<file path="src/rtl/pcc_pkg.sv">
package pcc_pkg;

    localparam logic [1:0] SP_COMMON = 2'd0;
    localparam logic [1:0] SP_ATTR   = 2'd1;
    localparam logic [1:0] SP_IO     = 2'd2;

    typedef struct packed {
        logic        write;
        logic [1:0]  space;
        logic [3:0]  be;
        logic [31:0] wdata;
    } pcc_req_t;

    typedef struct packed {
        logic        ce2_n;
        logic        ce1_n;
        logic        a0;
        logic [15:0] md;
    } lane_cfg_t;

    typedef enum logic [2:0] {
        ST_IDLE,
        ST_SETUP,
        ST_STROBE,
        ST_GAP,
        ST_DONE
    } seq_st_e;

    function automatic logic is_io(input logic [1:0] sp);
        return sp == SP_IO;
    endfunction

    // Whether half-word h of a request needs a socket cycle
    function automatic logic half_needed(input pcc_req_t r, input logic h);
        logic [1:0] b2;
        b2 = h ? r.be[3:2] : r.be[1:0];
        if (r.write) begin
            if (r.space == SP_ATTR) return b2[0];
            return |b2;
        end
        return (|b2) || (!h && (r.be == 4'b0000));
    endfunction

    // Enables, bit 0 and data lanes for half-word h
    function automatic lane_cfg_t lane_for(input pcc_req_t r, input logic h);
        lane_cfg_t  c;
        logic [1:0] b2;
        logic [15:0] w16;
        b2  = h ? r.be[3:2] : r.be[1:0];
        w16 = h ? r.wdata[31:16] : r.wdata[15:0];
        c.ce2_n = 1'b0;
        c.ce1_n = 1'b0;
        c.a0    = 1'b0;
        c.md    = 16'h0000;
        if (r.write) begin
            if (r.space == SP_ATTR) begin
                c.ce2_n = 1'b1;
                c.md    = {8'h00, w16[7:0]};
            end else if (b2 == 2'b01) begin
                c.ce2_n = 1'b1;
                c.md    = {8'h00, w16[7:0]};
            end else if (b2 == 2'b10) begin
                c.ce2_n = 1'b1;
                c.a0    = 1'b1;
                c.md    = {8'h00, w16[15:8]};
            end else begin
                c.md    = w16;
            end
        end
        return c;
    endfunction

endpackage

</file>
<file path="src/rtl/pcc_plan.sv">
module pcc_plan
    import pcc_pkg::*;
(
    input  pcc_req_t   req,
    output logic [1:0] need
);
    for (genvar g = 0; g < 2; g++) begin : g_half
        assign need[g] = half_needed(req, 1'(g));
    end
endmodule

</file>
<file path="src/rtl/pcc_lane_mux.sv">
module pcc_lane_mux
    import pcc_pkg::*;
(
    input  pcc_req_t  req,
    input  logic      cur_h,
    output lane_cfg_t cfg
);
    lane_cfg_t cand [2];

    for (genvar g = 0; g < 2; g++) begin : g_half
        assign cand[g] = lane_for(req, 1'(g));
    end

    assign cfg = cur_h ? cand[1] : cand[0];
endmodule

</file>
<file path="src/rtl/pcc_seq_fsm.sv">
module pcc_seq_fsm
    import pcc_pkg::*;
#(
    parameter int STRB_CLKS = 3
)(
    input  logic       clk,
    input  logic       rst,
    input  logic       req_valid,
    input  logic [1:0] need_in,
    output logic       req_ready,
    output logic       accept,
    output seq_st_e    state,
    output logic       cur_h,
    output logic       capture,
    output logic       done
);
    localparam int CW = $clog2(STRB_CLKS + 1);
    localparam logic [CW-1:0] LAST = CW'(STRB_CLKS - 1);

    logic [1:0]    pending;
    logic [CW-1:0] cnt;

    assign req_ready = (state == ST_IDLE);
    assign accept    = req_ready && req_valid;
    assign capture   = (state == ST_STROBE) && (cnt == LAST);
    assign done      = (state == ST_DONE);

    always_ff @(posedge clk) begin
        if (rst) begin
            state   <= ST_IDLE;
            pending <= 2'b00;
            cur_h   <= 1'b0;
            cnt     <= '0;
        end else begin
            case (state)
                ST_IDLE: begin
                    if (req_valid) begin
                        pending <= need_in;
                        cur_h   <= !need_in[0];
                        state   <= (need_in == 2'b00) ? ST_DONE : ST_SETUP;
                    end
                end
                ST_SETUP: begin
                    cnt   <= '0;
                    state <= ST_STROBE;
                end
                ST_STROBE: begin
                    if (cnt == LAST) begin
                        pending[cur_h] <= 1'b0;
                        state          <= ST_GAP;
                    end else begin
                        cnt <= cnt + 1'b1;
                    end
                end
                ST_GAP: begin
                    if (pending != 2'b00) begin
                        cur_h <= pending[1];
                        state <= ST_SETUP;
                    end else begin
                        state <= ST_DONE;
                    end
                end
                default: state <= ST_IDLE;
            endcase
        end
    end
endmodule

</file>
<file path="src/rtl/pcc_rd_gather.sv">
module pcc_rd_gather
    import pcc_pkg::*;
(
    input  logic        clk,
    input  logic        rst,
    input  logic        clear,
    input  logic        capture,
    input  pcc_req_t    req,
    input  logic        cur_h,
    input  logic [15:0] md_in,
    output logic [31:0] rdata
);
    for (genvar g = 0; g < 2; g++) begin : g_half
        logic [15:0] q;
        always_ff @(posedge clk) begin
            if (rst || clear) begin
                q <= '0;
            end else if (capture && !req.write && (cur_h == 1'(g))) begin
                if (req.be[2*g])
                    q[7:0] <= md_in[7:0];
                if (req.be[2*g+1] && (req.space != SP_ATTR))
                    q[15:8] <= md_in[15:8];
            end
        end
        assign rdata[16*g +: 16] = q;
    end
endmodule

</file>
<file path="src/rtl/pccard_lane_seq.sv">
module pccard_lane_seq
    import pcc_pkg::*;
#(
    parameter int AW        = 26,
    parameter int STRB_CLKS = 3
)(
    input  logic          clk,
    input  logic          rst,
    input  logic          req_valid,
    output logic          req_ready,
    input  logic [AW-3:0] req_waddr,
    input  logic [3:0]    req_be,
    input  logic          req_write,
    input  logic [1:0]    req_space,
    input  logic [31:0]   req_wdata,
    output logic          done,
    output logic [31:0]   rdata,
    output logic [AW-1:0] card_addr,
    output logic          ce2_n,
    output logic          ce1_n,
    output logic          oe_n,
    output logic          we_n,
    output logic          ior_n,
    output logic          iow_n,
    output logic [15:0]   md_out,
    output logic          md_oe,
    input  logic [15:0]   md_in
);
    pcc_req_t      in_req;
    pcc_req_t      req_q;
    logic [AW-3:0] waddr_q;
    logic [1:0]    need;
    logic          accept;
    logic          cur_h;
    logic          capture;
    seq_st_e       state;
    lane_cfg_t     cfg;
    logic          active;
    logic          strobe_on;
    logic          io_sp;

    assign in_req = '{write: req_write, space: req_space, be: req_be, wdata: req_wdata};

    pcc_plan u_plan (
        .req  (in_req),
        .need (need)
    );

    pcc_seq_fsm #(.STRB_CLKS(STRB_CLKS)) u_fsm (
        .clk       (clk),
        .rst       (rst),
        .req_valid (req_valid),
        .need_in   (need),
        .req_ready (req_ready),
        .accept    (accept),
        .state     (state),
        .cur_h     (cur_h),
        .capture   (capture),
        .done      (done)
    );

    always_ff @(posedge clk) begin
        if (rst) begin
            req_q   <= '0;
            waddr_q <= '0;
        end else if (accept) begin
            req_q   <= in_req;
            waddr_q <= req_waddr;
        end
    end

    pcc_lane_mux u_lane (
        .req   (req_q),
        .cur_h (cur_h),
        .cfg   (cfg)
    );

    pcc_rd_gather u_gather (
        .clk     (clk),
        .rst     (rst),
        .clear   (accept),
        .capture (capture),
        .req     (req_q),
        .cur_h   (cur_h),
        .md_in   (md_in),
        .rdata   (rdata)
    );

    assign active    = (state == ST_SETUP) || (state == ST_STROBE);
    assign strobe_on = (state == ST_STROBE);
    assign io_sp     = is_io(req_q.space);

    assign ce2_n     = active ? cfg.ce2_n : 1'b1;
    assign ce1_n     = active ? cfg.ce1_n : 1'b1;
    assign card_addr = active ? {waddr_q, cur_h, cfg.a0} : '0;

    assign oe_n  = !(strobe_on && !req_q.write && !io_sp);
    assign we_n  = !(strobe_on &&  req_q.write && !io_sp);
    assign ior_n = !(strobe_on && !req_q.write &&  io_sp);
    assign iow_n = !(strobe_on &&  req_q.write &&  io_sp);

    assign md_oe  = active && req_q.write;
    assign md_out = md_oe ? cfg.md : 16'h0000;
endmodule

</file>
<file path="config.mk">
export PLATFORM = sky130hd
export DESIGN_NAME = pccard_lane_seq
export DESIGN_NICKNAME = d
export VERILOG_FILES = /design/src/rtl/pcc_pkg.sv /design/src/rtl/pcc_plan.sv /design/src/rtl/pcc_lane_mux.sv /design/src/rtl/pcc_seq_fsm.sv /design/src/rtl/pcc_rd_gather.sv /design/src/rtl/pccard_lane_seq.sv
export SDC_FILE = /design/constraint.sdc
export NUM_CORES = 1
export LEC_CHECK = 0
export ABC_AREA = 1
export BUFFER_PORTS_ARGS = -buffer_cell sky130_fd_sc_hd__buf_2
export CAP_MARGIN = 20
export CORE_ASPECT_RATIO = 1.2
export CORE_MARGIN = 5
export CORE_UTILIZATION = 45
export DETAILED_ROUTE_END_ITERATION = 12
export GPL_ROUTABILITY_DRIVEN = 0
export GPL_TIMING_DRIVEN = 0
export PLACE_DENSITY = 0.81
export SYNTH_ARGS = -nofsm -noshare
export SYNTH_HDL_FRONTEND = slang
export SYNTH_SLANG_ARGS = --single-unit
</file>
<file path="constraint.sdc">
create_clock -name clk -period 2.65 [get_ports clk]
set_input_delay 0.265 -clock clk [delete_from_list [all_inputs] [get_ports clk]]
set_output_delay 0.265 -clock clk [all_outputs]
set_load 0.005 [all_outputs]
</file>
# [Yosys cells after proc, flatten, opt, wreduce, memory -nomap -nowiden]
# Index checks and enable logic that the tools add are counted.
[totals] ff_bits=103 in_bits=82 output_inout_bits=83 word_cells=129
[classes] addsub=1 magnitude_cmp=2 n_eq_ne=17 mux=51 bitwise_logic=3 n_reduce_logical=42
[op_table] op="$mux 16" n=7
[op_table] op="$mux 17" n=2
[op_table] op="$mux 1" n=28
[op_table] op="$mux 26" n=1
[op_table] op="$mux 19" n=1
[op_table] op="$logic_and 1x1->1" n=15
[op_table] op="$mux 3" n=4
[op_table] op="$pmux 3 s4" n=1
[op_table] op="$reduce_and 2->1" n=6
[op_table] op="$eq 2x1->1 const B" n=4
[op_table] op="$eq 2x2->1 const B" n=4
[op_table] op="$pmux 2 s2" n=2
[op_table] op="$reduce_bool 2->1" n=4
[op_table] op="$logic_not 1->1" n=7
[op_table] op="$eq 3x2->1 const B" n=2
[op_table] op="$mux 2" n=3
[op_table] op="$ne 2x1->1 const B" n=3
[op_table] op="$reduce_and 3->1" n=2
[op_table] op="$logic_not 4->1" n=1
[op_table] op="$ne 2x2->1 const B" n=2
[op_table] op="$reduce_or 2->1" n=2
[op_table] op="$eq 3x1->1 const B" n=1
[op_table] op="$eq 3x3->1 const B" n=1
[op_table] op="$logic_not 3->1" n=1
[op_table] op="other kinds (10)" n=12

# [Logic depth before layout (Yosys ltp)]
[depth] ltp_word=10 ltp_mapped=10 ltp_nobuf=8

# [By module]
# A second synthesis with hierarchy kept.
[unflattened] cells_unflattened=798 area_unflattened_um2=5310.1
[modules_own_cells] module="pccard_lane_seq" n_inst=1 cells_per_inst=383 area_each_um2=2705.1 seq_area_each_um2=1261.2
[modules_own_cells] module="pcc_rd_gather" n_inst=1 cells_per_inst=193 area_each_um2=1351.3 seq_area_each_um2=640.6
[modules_own_cells] module="pcc_lane_mux" n_inst=1 cells_per_inst=138 area_each_um2=721.9 seq_area_each_um2=0.0
[modules_own_cells] module="pcc_seq_fsm" n_inst=1 cells_per_inst=74 area_each_um2=488.0 seq_area_each_um2=160.2
[modules_own_cells] module="pcc_plan" n_inst=1 cells_per_inst=10 area_each_um2=43.8 seq_area_each_um2=0.0

# [Worst setup path before layout]
# OpenSTA, ideal clock, no wires.
[synth_timing] path_type="register -> output" start="register req_q[32] in the netlist's numbering" end="output md_out[0]" arrival_ns=1.707 required_time_ns=2.385 slack_ns=0.678 stages_incl_launch_ff=10 n_path_buf=2 cell_sequence="dfxtp_1 clkbuf_1 inv_1 ha_1 inv_1 nor2_1 nand2_1 clkbuf_1 o211ai_1 a21oi_1"
[synth_between] elab_chain_len=7 elab_cells_between_ends=8 classes_between="eq/ne: 2; mux: 6"
[synth_rtl] item="start, declared" line_no="pccard_lane_seq.sv:30" text="pcc_req_t req_q;"
[synth_rtl] item="start signal, assigned" line_no="pccard_lane_seq.sv:67" text="req_q <= in_req;"
[synth_rtl] item="$eq 2x2->1" line_no="pcc_pkg.sv:62" text="end else if (b2 == 2'b10) begin"
[synth_rtl] item="$mux 16" line_no="pcc_pkg.sv:62"
[synth_rtl] item="$mux 16 *" line_no="pcc_pkg.sv:59" text="end else if (b2 == 2'b01) begin"
[synth_rtl] item="$mux 16 *" line_no="pcc_pkg.sv:56" text="if (r.space == SP_ATTR) begin"
[synth_rtl] item="$mux 17 *" line_no="pcc_pkg.sv:55" text="if (r.write) begin"
[synth_rtl] item="$mux 19 *" line_no="pcc_lane_mux.sv:14" text="assign cfg = cur_h ? cand[1] : cand[0];"
[synth_rtl] item="$mux 16 *" line_no="pccard_lane_seq.sv:103" text="assign md_out = md_oe ? cfg.md : 16'h0000;"
[synth_rtl] item="end, declared" line_no="pccard_lane_seq.sv:25" text="output logic [15:0] md_out,"
# Every way passes the cells marked *; elsewhere a longest branch is shown, timed or not.

# [Worst setup path in the final report]
[layout_timing] start="register req_q[34] in the netlist's numbering" end="output md_out[0]"
# Same word-level chain as after synthesis.

==> flow_summary.ini <==
[synthesis]
dominantRegCellSynth = dfxtp_1
yosysSeqAreaShare = 0.4149
yosys-top-cells-count = 162 x inv_1, 106 x nand2_1, 103 x dfxtp_1
netlist_instances = 743
synthMostInstantiatedCell = inv_1
post_synth.cell_area_avg_um2 = 6.689
ys_async_sr_fraction = 0
synth_largest_type_area_fraction = 0.4149
synth_enable_flop_cells = 0
total_of_flip_flops_plus_latches_after_synthesis = 103
synthesis.nets = 831
netlist_area_before_placement_mm2 = 0.004970
synth_top_cell_by_area = dfxtp_1
yosysUniqueCellTypes = 27
yosys_warnings = 0
synth.top_cells.by_area = dfxtp_1 41%, inv_1 12%, a21oi_1 8.7%

[routing]
via_per_inst = 5.011
drt_pre_antenna_iters = 5
post_drt_wl_per_cell_um = 13.89
drt_first_iter_violations = 337
drcViolationCount = 0
routed_wl_um = 14630
vias = 5277
antenna_violating_nets_post_route = 0

[worst_setup_path]
critical_path.max_stage_delay_ps = 340
path_class = reg -> out
critical_path_peak_fanout = 10
worst-endpoint-required_ps = 2380
crit_slowest_cell = dfxtp_1
cp-end-kind = output port
critical_path.n_buffers_inverters = 5
startpoint_type = flop
critical_path.cell_chain = buf_2 > inv_1 > ha_1 > inv_1 > nor2_1 > nand2_2 > clkbuf_4 > o21ai_0 > a21oi_1 > buf_2
cpLargestDelayFamily = buffers and inverters
cp.arrival_ps = 2200

[sta]
report.final.slew_viol_count = 0
fmax_mhz = 405.0
setup_violations = 0
layout_worst_path_cycle_share = 0.9316
fin_worst_skew_ps = 8.663
worst_slack_setup_final_ps = 181.1
timing.setup.tns_ps = 0
tightestPinTransition_ps = 507.6
final-hold-violation-count = 0
max-slew-margin-rel = 0.6616
finalHoldWorstSlack_ps = 175.5
final_period_minus_worst_setup_slack_ps = 2469

[clock_tree]
cts_num_sinks = 103
cts.clk_slew.worst_paths_ps = 80
quantity_of_hold_fixing_buffers_added_after_cts = 0
cts-buffers-inserted = 9
htree_num_levels = 3
insertion_delay_of_the_later_clocked_pin_in_the_worst_skew_pair_ps = 350
cts_setup_buffers = 0
cts.root.buffer_cell = clkbuf_16
tritoncts = yes
clk_path_buf_depth = 2

[placement]
placed_cells = 1038
dpl.hpwl_um = 11280
place.port_buffers = 163
pre_cts_slack_ps = 129.0

[status]
outcome = finished, final reports clean

[final_layout]
multi_input_comb_area_mm2 = 0.002128
area.sequential_mm2 = 0.002062
layout.nets = 1004
antenna_cells_inserted = 0
area_delta_synth_final_pct = 26.41
post_route_cells_drive_above_1_share = 0.2378
final-instance-count-excl-fill = 1053
final.fill_count = 1060

[floorplanning]
die_area_mm2 = 0.01325
chipHeight_um = 125.1
site_rows = 42
initial_core_util = 0.4547
die_w_um = 105.9
design.core.area_mm2 = 0.01093
boundaryPins = 165

[flow_run]
total_of_max_cap_violations = 0

[global_routing]
grtUsageTotal = 0.2205
largest_net_degree_at_the_start_of_global_routing = 20
grt_pass1_vias = 5171
global_route.overflow_total = 0
antenna_found_initial = 0
wire_length_of_the_first_global_routing_pass_um = 23920

[pwr]
total_power_per_unit_cell_area_mw_per_mm2 = 854.6
peakVddDrop_mv = 0.5713
totalPowerFinal_w = 0.005369
power.static_leakage_nw = 3.073

[min_path]
hold_path_class = in -> reg
routing by layer:
metal	track usage	share of wire	vias to the layer above
met1	0.2470	0.40	2309
met5	0	0	-
met2	0.3851	0.47	235
met4	0.09146	0.039	0
li1	-	-	2681
met3	0.06959	0.090	52
final timing paths:
path	start	end	slack, ps	depth (start not counted)
worst max-delay path	req_q[34]	md_out[0]	180	10
worst max register to register	u_fsm.cnt[0]	u_gather.g_half[0].q[13]	890	8
worst min register to register	waddr_q[20]	waddr_q[20]	460	2
worst min-delay path	req_wdata[30]	req_q[30]	180	3
cells by family after synthesis:
family,Yosys count,share of synthesized area
compound gates,179,0.1878
fa+ha+maj,6,0.01511
buf+inv,205,0.1594
flops,103,0.4149
simple gates,250,0.2228
stage by stage:
step / cell area (µm²) / util
2_1_floorplan: 4970 / -
3_3_place_gp: 5951 / 0.5444
3_5_place_dp: 5951 / 0.5444
4_1_cts: 6267 / 0.5734
5_1_grt: 6282 / 0.5747
6_report: 6282 / 0.5747
registers in the layout, indices dropped and copies added, names as in the netlist:
register,count
u_fsm.cur_h,1
u_fsm.cnt,2
u_fsm.pending,2
req_q,39
waddr_q,24
u_fsm.state,3
u_gather.g_half.q,32
layout by cell type (no fill, tap or decap), types with 14 or more instances in the layout:
cell type,Yosys,final
a21oi_1,86,84
o21ai_0,74,73
clkbuf_1,18,14
buf_2,15,179
inv_1,162,162
nand4_1,34,34
nor2_1,86,86
dfxtp_1,103,103
nand2_1,106,104
tightest hold or removal path, cell delays in order:
cell     delay (ps)
buf_2           100
nand2_1          60
a21oi_1          50
timing repair:
item                                    in CTS  in global routing
pin swaps                                    0                  1
endpoints found under the setup margin       8                  8
hold endpoints to repair                     0                  0
resized for setup                            3                  8
report_power, final:
| part | internal (W) | switching (W) |
|---|---|---|
| Clock | 0.000756 | 0.000645 |
| Sequential | 0.00185 | 0.000136 |
| Combinational | 0.000628 | 0.00135 |
cell type report:
class,count,share of cell area
plain buffers,38,0.02729
clock buffers,9,0.03585
clock inverters,7,0.01454
inverters,166,0.09918
multi-input cells,435,0.3388
flip-flops and latches,103,0.3282
well taps,132,0.02629
repair buffers,163,0.1299
No activity file was read; power rests on OpenSTA's default activity.
